**src/rtl/ucnt_pkg.sv**
```systemverilog
package ucnt_pkg;
   typedef enum logic [1:0] {
      CLR_OFF  = 2'b00,
      CLR_RISE = 2'b01,
      CLR_FALL = 2'b10,
      CLR_BOTH = 2'b11
   } clr_edge_e;
endpackage

```
**src/rtl/ucnt_edge_det.sv**
```systemverilog
module ucnt_edge_det
   import ucnt_pkg::*;
(
   input  logic       clk,
   input  logic       rst_n,
   input  logic       sig_in,
   input  logic [1:0] mode,
   output logic       evt
);
   logic      prev_q;
   logic      rise_w;
   logic      fall_w;
   clr_edge_e mode_e;

   assign mode_e = clr_edge_e'(mode);
   assign rise_w = sig_in & ~prev_q;
   assign fall_w = ~sig_in & prev_q;

   always_ff @(posedge clk or negedge rst_n) begin
      if (!rst_n) prev_q <= 1'b0;
      else        prev_q <= sig_in;
   end

   always_comb begin
      unique case (mode_e)
         CLR_RISE: evt = rise_w;
         CLR_FALL: evt = fall_w;
         CLR_BOTH: evt = rise_w | fall_w;
         default:  evt = 1'b0;
      endcase
   end

   // an off mode never produces a clear event
   a_r8_off_silent: assert property (@(posedge clk) disable iff (!rst_n)
      (mode == 2'b00) |-> !evt);
endmodule

```
**src/rtl/ucnt_next.sv**
```systemverilog
module ucnt_next #(
   parameter int WIDTH = 14
) (
   input  logic [WIDTH-1:0] cur,
   input  logic             dir_up,
   input  logic             hold,
   input  logic             load,
   input  logic             clr,
   input  logic [WIDTH-1:0] reload_val,
   output logic [WIDTH-1:0] nxt
);
   localparam logic [WIDTH-1:0] TOP  = {WIDTH{1'b1}};
   localparam logic [WIDTH-1:0] ZERO = '0;

   logic [WIDTH-1:0] start_w;
   logic             at_end_w;

   assign start_w  = dir_up ? reload_val : reload_val + 1'b1;
   assign at_end_w = dir_up ? (cur == TOP) : (cur == ZERO);

   always_comb begin
      if (clr)           nxt = ZERO;
      else if (load)     nxt = start_w;
      else if (hold)     nxt = cur;
      else if (at_end_w) nxt = start_w;
      else if (dir_up)   nxt = cur + 1'b1;
      else               nxt = cur - 1'b1;
   end
endmodule

```
**src/rtl/ucnt_term.sv**
```systemverilog
module ucnt_term #(
   parameter int WIDTH = 14
) (
   input  logic             clk,
   input  logic             rst_n,
   input  logic [WIDTH-1:0] cur,
   input  logic             dir_up,
   output logic             pulse
);
   localparam logic [WIDTH-1:0] TOP = {WIDTH{1'b1}};

   logic at_end_w;
   logic was_end_q;

   assign at_end_w = dir_up ? (cur == TOP) : (cur == '0);
   assign pulse    = at_end_w & ~was_end_q;

   always_ff @(posedge clk or negedge rst_n) begin
      if (!rst_n) was_end_q <= 1'b1;
      else        was_end_q <= at_end_w;
   end

   // the end pulse never lasts two cycles
   a_r5_one_cycle: assert property (@(posedge clk) disable iff (!rst_n)
      pulse |=> !pulse);
endmodule

```
**src/rtl/ucnt_reload_fsm.sv**
```systemverilog
module ucnt_reload_fsm
   import ucnt_pkg::*;
#(
   parameter int WIDTH = 14,
   parameter int TAP_W = 8
) (
   input  logic             clk,
   input  logic             rst_n,
   input  logic             dir_up,
   input  logic             hold,
   input  logic             load,
   input  logic             clr_in,
   input  logic [1:0]       clr_mode,
   input  logic [WIDTH-1:0] reload_val,
   output logic [WIDTH-1:0] count,
   output logic [TAP_W-1:0] tap,
   output logic             term_pulse
);
   localparam logic [WIDTH-1:0] TOP = {WIDTH{1'b1}};

   generate
      if (WIDTH < 2)      begin : g_bad_width $error("WIDTH must be at least 2"); end
      if (TAP_W < 1 || TAP_W > WIDTH) begin : g_bad_tap $error("TAP_W must lie in 1..WIDTH"); end
   endgenerate

   logic             clr_evt;
   logic [WIDTH-1:0] cnt_q;
   logic [WIDTH-1:0] cnt_nxt;
   logic [TAP_W-1:0] tap_q;

   ucnt_edge_det u_edge (
      .clk    (clk),
      .rst_n  (rst_n),
      .sig_in (clr_in),
      .mode   (clr_mode),
      .evt    (clr_evt)
   );

   ucnt_next #(.WIDTH(WIDTH)) u_next (
      .cur        (cnt_q),
      .dir_up     (dir_up),
      .hold       (hold),
      .load       (load),
      .clr        (clr_evt),
      .reload_val (reload_val),
      .nxt        (cnt_nxt)
   );

   always_ff @(posedge clk or negedge rst_n) begin
      if (!rst_n) begin
         cnt_q <= '0;
         tap_q <= '0;
      end else begin
         cnt_q <= cnt_nxt;
         tap_q <= cnt_nxt[TAP_W-1:0];
      end
   end

   ucnt_term #(.WIDTH(WIDTH)) u_term (
      .clk    (clk),
      .rst_n  (rst_n),
      .cur    (cnt_q),
      .dir_up (dir_up),
      .pulse  (term_pulse)
   );

   assign count = cnt_q;
   assign tap   = tap_q;

   // plain up step
   a_r2_up_step: assert property (@(posedge clk) disable iff (!rst_n)
      (dir_up && !hold && !load && !clr_evt && cnt_q != TOP)
      |=> cnt_q == $past(cnt_q) + 1'b1);
   // hold freezes the count
   a_r6_hold_stable: assert property (@(posedge clk) disable iff (!rst_n)
      (hold && !load && !clr_evt) |=> cnt_q == $past(cnt_q));
   // load target depends on direction
   a_r7_load_target: assert property (@(posedge clk) disable iff (!rst_n)
      (load && !clr_evt) |=> cnt_q == ($past(dir_up) ? $past(reload_val)
                                                      : $past(reload_val) + 1'b1));
   // a detected edge clears the count
   a_r8_clear_zero: assert property (@(posedge clk) disable iff (!rst_n)
      clr_evt |=> cnt_q == '0);
   // tap follows the low bits
   a_r9_tap_match: assert property (@(posedge clk) disable iff (!rst_n)
      tap_q == cnt_q[TAP_W-1:0]);
endmodule

```
**config.mk**
```make
export PLATFORM = sky130hd
export DESIGN_NAME = ucnt_reload_fsm
export DESIGN_NICKNAME = d
export VERILOG_FILES = /design/src/rtl/ucnt_pkg.sv /design/src/rtl/ucnt_edge_det.sv /design/src/rtl/ucnt_next.sv /design/src/rtl/ucnt_term.sv /design/src/rtl/ucnt_reload_fsm.sv
export SDC_FILE = /design/constraint.sdc
export NUM_CORES = 1
export LEC_CHECK = 0
export ABC_AREA = 1
export BUFFER_PORTS_ARGS = -buffer_cell sky130_fd_sc_hd__buf_4
export CAP_MARGIN = 20
export CORE_MARGIN = 2
export CORE_UTILIZATION = 46
export DETAILED_ROUTE_END_ITERATION = 6
export GPL_TIMING_DRIVEN = 0
export PLACE_DENSITY = 0.78
export SLEW_MARGIN = 20
export SYNTH_ARGS = -nofsm -noshare
export SYNTH_HDL_FRONTEND = slang
export SYNTH_HIERARCHICAL = 1
export SYNTH_SLANG_ARGS = --single-unit
```
**constraint.sdc**
```tcl
create_clock -name clk -period 4 [get_ports clk]
set_input_delay 0.4 -clock clk [delete_from_list [all_inputs] [get_ports clk]]
set_output_delay 0.4 -clock clk [all_outputs]
set_load 0.01 [all_outputs]
```
* Word-level counts from Yosys, hierarchy flattened
Index checks and enable logic that the tools add are counted.
Storage, ports and cells: register bits after elaboration 16, input port bits 22, word-level logic and storage cells 28
Cells by class: add/sub/neg operators 3, equal/unequal tests 5, multiplexer cells 8, bitwise gates (word level) 7, reductions and logical operators 1
Operators by type and width (number):
- two-way mux 14 bit | 6
- adder 14 x 1 -> 14 bit, second input constant | 2
- == test 14 bit, second input constant | 1
- zero test 14 bit | 1
- subtractor 14 x 1 -> 14 bit, second input constant | 1
- == test 2 bit, second input constant | 2
- bitwise AND 1 bit | 3
- != test 3 x 1 -> 1 bit, second input constant | 1
- inverter 1 bit | 3
- one-hot mux 1 bit (3 select lines) | 1
- == test 2 x 1 -> 1 bit, second input constant | 1
- two-way mux 1 bit | 1
- OR 1 bit | 1

* Depth between registers and ports, before layout
Gate-level depths: netlist (run 1).
depth after elaboration 6, depth in mapped cells 13

* Modules after synthesis
Netlist (run 1), hierarchy kept.
By module, submodules not included:
- ucnt_next | times used 1, cells each 316, area each 1630.3 um^2, sequential area each 0.0 um^2
- ucnt_reload_fsm | times used 1, cells each 22, area each 410.4 um^2, sequential area each 350.3 um^2
- ucnt_term | times used 1, cells each 37, area each 167.7 um^2, sequential area each 26.3 um^2
- ucnt_edge_det | times used 1, cells each 12, area each 88.8 um^2, sequential area each 25.0 um^2

* Least setup slack after synthesis (run 1)
OpenSTA, ideal clock, no wires.
path type input to register, start input dir_up, end register cnt_q[13] (netlist: count[13]), data arrival time 1814 ps, slack 2109 ps, stages 12, path buffers 0, cells stage by stage inv_2 > ha_1 > or2_2 > nand3_1 > nand2_1 > nand2_1 > nand2_1 > nand2_1 > nand3_1 > nand2_1 > nand2_1 > a21oi_1
On the way: cells in the longest elaborated chain, start to end 5
Ends and longest elaborated chain:
- from (decl) | line ucnt_reload_fsm.sv:9 | input logic dir_up,
- two-way mux 14 bit (tied with other cells) | line ucnt_next.sv:26 | else if (dir_up) nxt = cur + 1'b1;
- two-way mux 14 bit | line ucnt_next.sv:25 | else if (at_end_w) nxt = start_w;
- two-way mux 14 bit | line ucnt_next.sv:24 | else if (hold) nxt = cur;
- two-way mux 14 bit * | line ucnt_next.sv:23 | else if (load) nxt = start_w;
- two-way mux 14 bit * | line ucnt_next.sv:22 | if (clr) nxt = ZERO;
- named net cnt_nxt[13] | line ucnt_reload_fsm.sv:28 | logic [WIDTH-1:0] cnt_nxt;
- to (signal assigned) | line ucnt_reload_fsm.sv:54 | cnt_q <= cnt_nxt;
- to (decl) | line ucnt_reload_fsm.sv:27 | logic [WIDTH-1:0] cnt_q;
The timed path passes the listed nets; every way through them passes the cells marked *. The select of a mux whose other input is x is not followed. A chain may end at the register's enable or synchronous reset.

* Worst setup path after layout (run 1)
Ends and elaborated chain as after synthesis.

==> impl_results.md, run 1 <==
- Status: finished clean
- CP Cell Sequence: buf_4 > inv_2 > ha_1 > or2_2 > nand3_1 > nand2_1 > nand2_1 > nand2_1 > nand2_1 > nand3_1 > nand2_1 > nand2_1 > a21oi_1
- Worst hold-check path type: input pin to async pin
- Setup crit end kind: flip-flop
- PostCTS Resize Cnt: 0
- Synth Area in XOR/XNOR: 0.0534
- Root buffer selected by CTS: sky130_fd_sc_hd__clkbuf_8
- Synthesized netlist net count: between 400 and 500
- Ratio of cells with drive above 1 in the final layout: 0.176
- Final hold slack: 0.927 ps
- Pwr Density: 316 mW/mm²
- Net switching power figure: 0.385 mW
- Area share of and/or/nand/nor cells after synthesis: 0.402
- Maximum ir drop on the vdd rail: 0.128 mV
- DRT antenna net count: 0
- Sink Count: 16
- Ratio of routed vias to standard cells: between 5 and 6
- Clock slew at reported path FFs: 60 ps
- DRC errors left: 0
- Number of max-slew violations in the final report: 0
- Proportion of register bits with asynchronous set or reset after synthesis: 1.00
- Highest attainable clock frequency: 468 MHz
- Crit Path Class: input pin to flip-flop
- Number of DRC markers after the initial detailed-route iteration: 165
- Finished Core Util: 0.579
- Yosys cell types: 36
- Final Setup Violations: 0
- Mapped Avg Cell Area: 5.94 µm²
- Level count of the clock H-tree: 1
- Filler cells: about 500
- Area share of fa/ha/maj cells after synthesis: 0.0904
- Syn Std Cell Area: 0.00230 mm²
- Via count of the first global-routing pass: 2204
- Area overhead of the layout relative to synthesis: 19.8%
- Antenna violations before repair: 0
- Main flop type after synthesis: sky130_fd_sc_hd__dfrtp_1
- Portion of the clock cycle consumed by the worst path in the final layout: 0.534
- Count of max-cap constraint violations: 0
- Global-route wire length before repair: 9600 µm
- Total Die Area: 0.00557 mm²
- Chip width: around 75 µm
- Routed wire per std cell: 12.2 µm
- Footprint of the multi-input gates: 0.00158 mm²
- Port buffer count: 42
- Gate count after technology mapping: around 390
- DRT Pass-1 Iters: 5
- Share of total power in the clock network: 0.161
- Clock tree from TritonCTS: done
- Leakage power summed over all cells: 1.50 nW
- Number of clock buffers inserted by TritonCTS: 3
- Cell occurring most often along the worst timing path: sky130_fd_sc_hd__nand2_1
- Crit-path slowest cell: sky130_fd_sc_hd__ha_1
- Number of post-CTS setup repair buffers: 0
- Clk_lat worst skew: between 200 and 250 ps
- Total congestion overflow after global routing: 0
- Total Routed Length: 6090 µm
- Initial core utilization: 0.483
- Row count: 25
- Die boundary height: approximately 75 µm
- Worst EP required: 4170 ps
- Multiplexer area fraction after synthesis: 0.00436
- Maximum clock skew at final layout: 1.81 ps
- Clock period minus worst slack: 2130 ps
- Seq pwr share: 0.278
- Final Hold Fails: 0
- Area of the core: 0.00475 mm²
- Combinational family with the most area after synthesis: simple AND/OR/NAND/NOR gates
- Internal power of the cells: 0.484 mW
- Clk buf depth: 2
- Number of vias after detailed routing: 2539
- Headroom to the max-slew limit: 0.708
- Largest net degree at the start of global routing: 20
- Share of power burned in combinational logic: 0.560
- Sequential element share of the synthesized area: 0.175
- Seq cells post-synth: 16
- Largest stage delay on the critical path: 370 ps
- Post-layout net count: around 470
- Switching Fraction: 0.443
- GRT Overall Usage: 0.220
- Setup repair after global routing missed its margin: false
- Routability congestion estimate: 0.904
- Compound-gate portion of the synthesized area: 0.136
- Half-perimeter wire length of the detailed placement result: 4850 µm
- Number of I/O pins: 45
- Transition time of the tightest slew-check pin: 438 ps
- Diode insertion count for antenna repair: 0
- Data arrival time of the worst path: 2300 ps
- Sequential standard cell area: 402 µm²
- CTS Hold Buffers Added: 0
- Critical path startpoint category: input pin
- Synthesis Warnings: 6
- Total negative slack for setup checks: 0 ps
- EDFF count, synth: 0
- Worst Path Max Fanout: 19
state kept, by name, indices dropped and copies added, names as in the netlist:
signal	flops
count	14
u_edge/prev_q	1
u_term/was_end_q	1
cell usage after synthesis, types with 2 or more instances:
master                       n  area share
sky130_fd_sc_hd__o211ai_1    2      0.0065
sky130_fd_sc_hd__nand2_2     2      0.0054
sky130_fd_sc_hd__ha_1       15       0.082
sky130_fd_sc_hd__o21ai_1     2      0.0044
sky130_fd_sc_hd__xnor2_1     4       0.015
sky130_fd_sc_hd__nand3b_1    3      0.0098
sky130_fd_sc_hd__buf_2       2      0.0044
sky130_fd_sc_hd__nor2_1     42       0.069
sky130_fd_sc_hd__o21ai_0    13       0.028
sky130_fd_sc_hd__nor2_4      2      0.0098
sky130_fd_sc_hd__dfrtp_1    15        0.16
sky130_fd_sc_hd__inv_1      52       0.085
sky130_fd_sc_hd__a21oi_1    32       0.070
sky130_fd_sc_hd__nand3_1    31       0.068
sky130_fd_sc_hd__or2_2       3      0.0082
sky130_fd_sc_hd__buf_6       2      0.0098
sky130_fd_sc_hd__nand2_1   118        0.19
sky130_fd_sc_hd__nand4_1    10       0.027
sky130_fd_sc_hd__a21oi_2     2      0.0076
sky130_fd_sc_hd__xor2_1     10       0.038
sky130_fd_sc_hd__buf_4      10       0.033
final timing paths:
| path | startpoint | end | slack [ps] | cells after the start |
|---|---|---|---|---|
| max | dir_up | count[13] | 1870 | 13 |
| min | rst_n | count[0] | 0.9 | 1 |
| max reg2reg | count[2] | count[13] | 2000 | 11 |
| min reg2reg | count[6] | count[6] | 740 | 2 |
| max in group asynchronous | rst_n | u_term/was_end_q | 3760 | 1 |
| min in group clk | clr_in | u_edge/prev_q | 280 | 1 |
per-stage QoR:
step | worst slack, ps | power, mW | instances | instance area (µm²)
2_1_floorplan | 2110 | 0.555 | 387 | 2300
5_1_grt | 1710 | 0.942 | 500 | 2750
3_5_place_dp | 1610 | 0.722 | 496 | 2700
3_3_place_gp | 1650 | 0.714 | 496 | 2700
4_1_cts | 1860 | 0.866 | 500 | 2750
6_report | 1870 | 0.869 | 500 | 2750
power by group through the flow:
stage / clock network, mW / logic [mW] / registers (mW)
2_1_floorplan: 0 / 0.317 / 0.238
3_3_place_gp: 0 / 0.469 / 0.245
3_5_place_dp: 0 / 0.477 / 0.245
4_1_cts: 0.143 / 0.481 / 0.242
5_1_grt: 0.152 / 0.543 / 0.247
6_report: 0.140 / 0.487 / 0.242
critical path, delay by kind of cell:
family,cells,cell delay [ps]
compound gates,1,140
fa+ha+maj,1,370
buf+inv,2,460
simple gates,9,920
placed cells by master, fill, tap and decap left out, types with 3 or more instances in the layout:
master                     count
sky130_fd_sc_hd__nand2_1     118
sky130_fd_sc_hd__buf_4        52
sky130_fd_sc_hd__inv_1        52
sky130_fd_sc_hd__nor2_1       42
sky130_fd_sc_hd__a21oi_1      32
sky130_fd_sc_hd__nand3_1      31
sky130_fd_sc_hd__dfrtp_1      15
sky130_fd_sc_hd__ha_1         15
sky130_fd_sc_hd__o21ai_0      13
sky130_fd_sc_hd__nand4_1      10
sky130_fd_sc_hd__xor2_1       10
sky130_fd_sc_hd__clkbuf_8      4
sky130_fd_sc_hd__xnor2_1       4
sky130_fd_sc_hd__nand3b_1      3
sky130_fd_sc_hd__or2_2         3
routing by layer:
metal,share of wire,vias up,wire [µm],global-route usage
li1,-,1324,-,-
met2,0.48,90,2900,0.382
met3,0.048,10,294,0.0107
met1,0.46,1115,2820,0.300
met5,0,-,0,0
met4,0.013,0,77,0.0595
cells by family after synthesis:
logic type | count (synthesis)
simple gates | 215
mux | 1
xor+xnor | 14
flops | 16
fa+ha+maj | 16
compound gates | 55
buf+inv | 70
area by class of cell:
cell class | count | share of cell area
Buffer | 16 | 0.0423
Multi-Input combinational cell | 301 | 0.573
Clock buffer | 4 | 0.0200
Inverter | 54 | 0.0737
Sequential cell | 16 | 0.146
Tap cell | 67 | 0.0305
Timing Repair Buffer | 42 | 0.115
No activity file was read; power rests on OpenSTA's default activity.
==> run 2, diff against run 1 <==
--- a/config.mk
+++ b/config.mk
@@ -12,7 +12,7 @@
 export CORE_UTILIZATION = 46
 export DETAILED_ROUTE_END_ITERATION = 6
 export GPL_TIMING_DRIVEN = 0
-export PLACE_DENSITY = 0.78
+export PLACE_DENSITY = 0.81
 export SLEW_MARGIN = 20
 export SYNTH_ARGS = -nofsm -noshare
 export SYNTH_HDL_FRONTEND = slang
==> constraint.sdc (replaced) <==
create_clock -name clk -period 1.9 [get_ports clk]
set_input_delay 0.19 -clock clk [delete_from_list [all_inputs] [get_ports clk]]
set_output_delay 0.19 -clock clk [all_outputs]
set_load 0.01 [all_outputs]
==> impl_results.md, run 2 (synthesis results as in run 1) <==
- Number of I/O pins: 45 (unchanged)
- Worst setup endpoint: count[9] (was count[13])
- Leakage power summed over all cells: 1.53 nW (was 1.50 nW)
- Finished layout cell area: 0.00299 mm² (was 0.00275 mm²)
- Ratio of routed vias to standard cells: 5.19 (was 5.08)
- Setup crit start: count[2] (was dir_up)
- Number of DRC markers after the initial detailed-route iteration: 143 (was 165)
- Data arrival time of the worst path: 1990 ps (was 2300 ps)
- Crit Path Class: flip-flop to flip-flop (was input pin to flip-flop)
- Commonest non-fill, non-tap cells in the layout: 114 x sky130_fd_sc_hd__nand2_1, 61 x sky130_fd_sc_hd__buf_4, 52 x sky130_fd_sc_hd__inv_1, 41 x sky130_fd_sc_hd__nor2_1, 31 x sky130_fd_sc_hd__nand3_1 (was 118 x sky130_fd_sc_hd__nand2_1, 52 x sky130_fd_sc_hd__buf_4, 52 x sky130_fd_sc_hd__inv_1, 42 x sky130_fd_sc_hd__nor2_1, 32 x sky130_fd_sc_hd__a21oi_1)
- Finished Core Util: 0.629 (was 0.579)
- Placed cell area: 0.00270 mm² (unchanged)
- Total Die Area: 0.00557 mm² (unchanged)
- Critical path startpoint category: flip-flop (was input pin)
- Worst hold-check path type: input pin to flip-flop (was input pin to async pin)
- Headroom to the max-slew limit: 0.688 (was 0.708)
- Post-layout total power: 1.97 mW (was 0.869 mW)
- Clk_lat worst skew: 240 ps (about the same)
- Global-route wire length before repair: 9870 µm (was 9600 µm)
- Total congestion overflow after global routing: 0 (unchanged)
- Antenna violations before repair: 0 (unchanged)
- Half-perimeter wire length of the detailed placement result: 4800 µm (was 4850 µm)
- Initial core utilization: 0.483 (unchanged)
- Clock tree from TritonCTS: done (unchanged)
- Pwr Density: 660 mW/mm² (was 316 mW/mm²)
- Row count: 25 (unchanged)
- Final Setup Violations: 0 (unchanged)
- Clock period minus worst slack: 1830 ps
- Transition time of the tightest slew-check pin: 468 ps (was 438 ps)
- Worst Path Max Fanout: 6 (was 19)
- Most frequent standard cell in the layout excluding fill and tap cells: sky130_fd_sc_hd__nand2_1 (unchanged)
- Root buffer selected by CTS: sky130_fd_sc_hd__clkbuf_8 (unchanged)
- Clock slew at reported path FFs: 60 ps (about the same)
- GRT Overall Usage: 0.226 (was 0.220)
- DRT Pass-1 Iters: 4 (was 5)
- Largest net degree at the start of global routing: 20 (unchanged)
- Post-layout net count: 482 (was 472)
- Final Hold Fails: 0 (unchanged)
- Hold-critical path depth: 1
- Portion of the clock cycle consumed by the worst path in the final layout: 0.963
- DRC errors left: 0 (unchanged)
- Via count of the first global-routing pass: 2303 (was 2204)
- Number of vias after detailed routing: 2645 (was 2539)
- Highest attainable clock frequency: 546 MHz
- Level count of the clock H-tree: 1 (unchanged)
- Sink Count: 16 (unchanged)
- Number of cells traversed by the worst register-to-register path: 11 (unchanged)
- Ratio of cells with drive above 1 in the final layout: 0.260 (was 0.176)
- Routability congestion estimate: 0.864 (was 0.904)
- Area of the core: 0.00475 mm² (unchanged)
- Diode insertion count for antenna repair: 0 (unchanged)
- Status: finished clean (unchanged)
- Max reg flops: 14 (unchanged)
- Total Routed Length: 6400 µm (was 6090 µm)
- Setup crit end kind: flip-flop (unchanged)
- Chip width: 74.7 µm (unchanged)
- Placement Setup Slack: -234 ps (was 1610 ps)
- Maximum clock skew at final layout: 1.39 ps (was 1.81 ps)
- Port buffer count: 42 (unchanged)
- Startpoint of the lowest-slack register-to-register path: count[2] (unchanged)
- Count of max-cap constraint violations: 0 (unchanged)
- Number of clock buffers inserted by TritonCTS: 3 (unchanged)
- Critical register-to-register path endpoint: count[9] (was count[13])
- Maximum ir drop on the vdd rail: 0.325 mV (was 0.128 mV)
- Die boundary height: 74.7 µm (unchanged)
- Area overhead of the layout relative to synthesis: 30.2% (was 19.8%)
- Worst-case setup margin in the final layout: 69.4 ps (was 1870 ps)
- Routed wire per std cell: 12.6 µm (was 12.2 µm)
- Clk buf depth: 2 (unchanged)
- Setup slack on the worst flop-to-flop path: 70 ps (was 2000 ps)
- Worst EP required: 2060 ps (was 4170 ps)
- Number of max-slew violations in the final report: 0 (unchanged)
- DRT antenna net count: 0 (unchanged)
## run 2: cell count changes in the layout (fill, tap and decap cells not counted), sizes merged
| cell | delta |
|---|---|
| buf | +9 |
| dlygate4sd3 | +1 |
## run 2: cell type report
cell class	count	area, µm²
plain buffers	16	116
clock buffers	4	45.0
fillers	451	1760
inverters	54	208
multi-input cells	301	1730
flip-flops and latches	16	417
well taps	67	83.8
repair buffers	52	393
## run 2: routing by layer
metal  global-route usage  vias up  part of all wire
li1                     -     1342                 -
met1                0.314     1196              0.45
met2                0.371       95              0.47
met3               0.0161       12             0.052
met4               0.0833        0             0.023
met5                    0        -                 0
## run 2: stage by stage
stage,setup TNS [ps],cells,hold WS (ps)
after floorplan,0,387,-106
after global placement,-980,496,59.5
after detailed placement,-1310,496,61.9
after CTS,0,501,68.1
after global routing,-47.1,510,66.2
final,0,510,68.1
## run 2: worst min-delay path by stage
stage | start | to | slack, ps
final | clr_in | u_edge/prev_q | 70
after global routing | clr_in | u_edge/prev_q | 70
after CTS | clr_in | u_edge/prev_q | 70
after detailed placement | rst_n | count[1] | 60
after global placement | rst_n | count[0] | 60
after floorplan | rst_n | count[0] | -110
## run 2: repair_timing
| action | in CTS | in global routing |
|---|---|---|
| gates resized for setup | 5 | 30 |
| hold buffers | 1 | 0 |
| setup buffers | 0 | 9 |
| pin swaps | 0 | 2 |
| endpoints found under the hold margin | 15 | 0 |
| setup endpoints to repair | 4 | 10 |
## run 2: critical path, stage by stage, from the launching register on
cell and delay [ps]:
sky130_fd_sc_hd__dfrtp_2 440, sky130_fd_sc_hd__ha_4 250, sky130_fd_sc_hd__or2_2 270, sky130_fd_sc_hd__nand3_1 100
sky130_fd_sc_hd__nand2_2 90, sky130_fd_sc_hd__nand2_1 120, sky130_fd_sc_hd__nand2_1 80, sky130_fd_sc_hd__nand2_1 70
sky130_fd_sc_hd__nand3_1 80, sky130_fd_sc_hd__nand2_1 60, sky130_fd_sc_hd__nand2_1 50, sky130_fd_sc_hd__a21oi_1 140
## run 2: report_power, final
group	internal [mW]	switching (mW)
Clock	0.148	0.113
Combinational	0.554	0.639
Sequential	0.399	0.121
==> run 3, diff against run 2 <==
--- a/config.mk
+++ b/config.mk
@@ -12,6 +12,7 @@
 export CORE_UTILIZATION = 46
 export DETAILED_ROUTE_END_ITERATION = 6
 export GPL_TIMING_DRIVEN = 0
+export MAX_ROUTING_LAYER = met4
 export PLACE_DENSITY = 0.81
 export SLEW_MARGIN = 20
 export SYNTH_ARGS = -nofsm -noshare
==> constraint.sdc (replaced) <==
create_clock -name clk -period 1.9 [get_ports clk]
set_input_delay 0.19 -clock clk [delete_from_list [all_inputs] [get_ports clk]]
set_output_delay 0.19 -clock clk [all_outputs]
set_load 0.005 [all_outputs]
==> impl_results.md, run 3 (synthesis results as in run 1) <==
- Number of clock buffers inserted by TritonCTS: 3 (unchanged)
- Maximum clock skew at final layout: 4.97 ps (was 1.39 ps)
- Placement Setup Slack: -261 ps (was -234 ps)
- Wire length on met3: 356 µm (was 333 µm)
- Setup crit end kind: flip-flop (unchanged)
- Total Routed Length: 6630 µm (was 6400 µm)
- Area of the core: 0.00475 mm² (unchanged)
- Pwr Density: 662 mW/mm² (was 660 mW/mm²)
- Data arrival time of the worst path: 2010 ps (was 1990 ps)
- Row count: 25 (unchanged)
- Crit-path slowest cell: sky130_fd_sc_hd__dfrtp_2 (unchanged)
- Final Hold Fails: 0 (unchanged)
- Diode insertion count for antenna repair: 0 (unchanged)
- DRC errors left: 0 (unchanged)
- Cell occurring most often along the worst timing path: sky130_fd_sc_hd__nand2_1 (unchanged)
- GRT Overall Usage: 0.233 (was 0.226)
- Clock tree from TritonCTS: done (unchanged)
- Final Setup Violations: 0 (unchanged)
- Level count of the clock H-tree: 1 (unchanged)
- Total Die Area: 0.00557 mm² (unchanged)
- Portion of the clock cycle consumed by the worst path in the final layout: 0.962 (was 0.963)
- DRT Pass-1 Iters: 6 (was 4)
- Largest net degree at the start of global routing: 20 (unchanged)
- Chip width: 74.7 µm (unchanged)
- Worst Path Max Fanout: 6 (unchanged)
- Routability congestion estimate: 0.880 (was 0.864)
- Detail Route met2 WL: 3260 µm (was 3030 µm)
- Root buffer selected by CTS: sky130_fd_sc_hd__clkbuf_8 (unchanged)
- Commonest non-fill, non-tap cells in the layout: 116 x sky130_fd_sc_hd__nand2_1, 63 x sky130_fd_sc_hd__buf_4, 52 x sky130_fd_sc_hd__inv_1, 41 x sky130_fd_sc_hd__nor2_1, 30 x sky130_fd_sc_hd__nand3_1 (was 114 x sky130_fd_sc_hd__nand2_1, 61 x sky130_fd_sc_hd__buf_4, 52 x sky130_fd_sc_hd__inv_1, 41 x sky130_fd_sc_hd__nor2_1, 31 x sky130_fd_sc_hd__nand3_1)
- Clock slew at reported path FFs: 70 ps (was 60 ps)
- Number of DRC markers after the initial detailed-route iteration: 271 (was 143)
- Worst hold-check path type: input pin to flip-flop (unchanged)
- DRT antenna net count: 0 (unchanged)
- Headroom to the max-slew limit: 0.699 (was 0.688)
- Transition time of the tightest slew-check pin: 451 ps (was 468 ps)
- Clk buf depth: 2 (unchanged)
- Count of max-cap constraint violations: 0 (unchanged)
- Largest stage delay on the critical path: 480 ps (was 440 ps)
- Worst-case setup margin in the final layout: 72.1 ps (was 69.4 ps)
- Area overhead of the layout relative to synthesis: 31.9% (was 30.2%)
- Top layer used by detailed routing: met4 (unchanged)
- Max reg flops: 14 (unchanged)
- Worst EP required: 2080 ps (was 2060 ps)
- Critical path startpoint category: flip-flop (unchanged)
- Total congestion overflow after global routing: 0 (unchanged)
- Highest attainable clock frequency: 547 MHz (was 546 MHz)
- Antenna violations before repair: 0 (unchanged)
- Ratio of cells with drive above 1 in the final layout: 0.265 (was 0.260)
- CP Cell Sequence: ha_4 > nand2_1 > nor2_2 > and2_1 > nand2_1 > nand3_1 > nand3_1 > nand2_1 > nand2_1 > a21oi_2 (was ha_4 > or2_2 > nand3_1 > nand2_2 > nand2_1 > nand2_1 > nand2_1 > nand3_1 > nand2_1 > nand2_1 > a21oi_1)
- Die boundary height: 74.7 µm (unchanged)
- Most frequent standard cell in the layout excluding fill and tap cells: sky130_fd_sc_hd__nand2_1 (unchanged)
- Ratio of routed vias to standard cells: 5.33 (was 5.19)
- Sink Count: 16 (unchanged)
- Clock period minus worst slack: 1830 ps (about the same)
- Via count of the first global-routing pass: 2203 (was 2303)
- Number of max-slew violations in the final report: 0 (unchanged)
- Crit Path Class: flip-flop to flip-flop (unchanged)
- Status: finished clean (unchanged)
- Post-layout net count: 484 (was 482)
- Half-perimeter wire length of the detailed placement result: 4730 µm (was 4800 µm)
- Number of vias after detailed routing: 2731 (was 2645)
- M1 WL: 2900 µm (was 2880 µm)
- Global-route wire length before repair: 9790 µm (was 9870 µm)
- Port buffer count: 42 (unchanged)
- Routed wire per std cell: 12.9 µm (was 12.6 µm)
- Number of I/O pins: 45 (unchanged)
- Initial core utilization: 0.483 (unchanged)
- Leakage power summed over all cells: 1.55 nW (was 1.53 nW)
- Maximum ir drop on the vdd rail: 0.339 mV (was 0.325 mV)
- Filler cells: 474 (was 451)
- Clk_lat worst skew: 250 ps (was 240 ps)
- Post-layout total power: 2.01 mW (was 1.97 mW)
run 3: cell types whose count changed in the layout (fill, tap and decap cells not counted), sizes merged:
cell and delta:
buf +2
run 3: final timing paths:
path,startpoint,to,slack (ps),cells after the start
min in group asynchronous,rst_n,count[0],360,2
worst min-delay path,clr_in,u_edge/prev_q,60,1
max in group asynchronous,rst_n,u_term/was_end_q,1300,2
worst max register to register,count[9],count[13],70,10
worst min register to register,count[7],count[7],720,2
worst max-delay path,count[9],count[13],70,10
run 3: per-stage QoR:
step                TNS, ps  instance area, µm²  hold slack [ps]  std cells   util
global route          -67.4                3030             60.4        512  0.637
detailed placement    -1360                2700             59.2        496  0.567
CTS                       0                2790             63.0        501  0.587
global placement      -1020                2700             60.0        496  0.567
floorplan                 0                2300             -106        387      -
finish                    0                3030             59.7        512  0.637
run 3: timing repair:
| action | 4_1_cts | 5_1_grt |
|---|---|---|
| endpoints found under the hold margin | 15 | 0 |
| gates cloned | 0 | 0 |
| setup endpoints to repair | 4 | 10 |
| hold buffers | 1 | 0 |
| resized for setup | 4 | 31 |
| pin swaps | 0 | 2 |
| setup buffers | 0 | 11 |
run 3: per-layer routing:
| metal | up-vias | track usage |
|---|---|---|
| met4 | 0 | 0.0694 |
| met2 | 120 | 0.377 |
| li1 | 1351 | - |
| met1 | 1242 | 0.312 |
| met5 | - | - |
| met3 | 18 | 0.0214 |
run 3: power by group:
group	switching, mW	internal [mW]	total [mW]
clock	0.123	0.184	0.307
combinational	0.601	0.565	1.17
sequential	0.136	0.398	0.534
total	0.859	1.15	2.01
run 3: critical path, delay by kind of cell (launching register included):
| kind | cells | cell delay [ps] |
|---|---|---|
| AND/OR/NAND/NOR | 8 | 850 |
| AO/OA/AOI/OAI | 1 | 120 |
| adder cells (fa/ha/maj) | 1 | 320 |
| flip-flops | 1 | 480 |
run 3: final cells by class:
cell class | instances | area, µm² | share of cell area
multi-input cells | 301 | 1740 | 0.576
flip-flops and latches | 16 | 415 | 0.137
repair buffers | 54 | 408 | 0.135
inverters | 54 | 208 | 0.0685
plain buffers | 16 | 116 | 0.0384
well taps | 67 | 83.8 | 0.0277
clock buffers | 4 | 55.1 | 0.0182
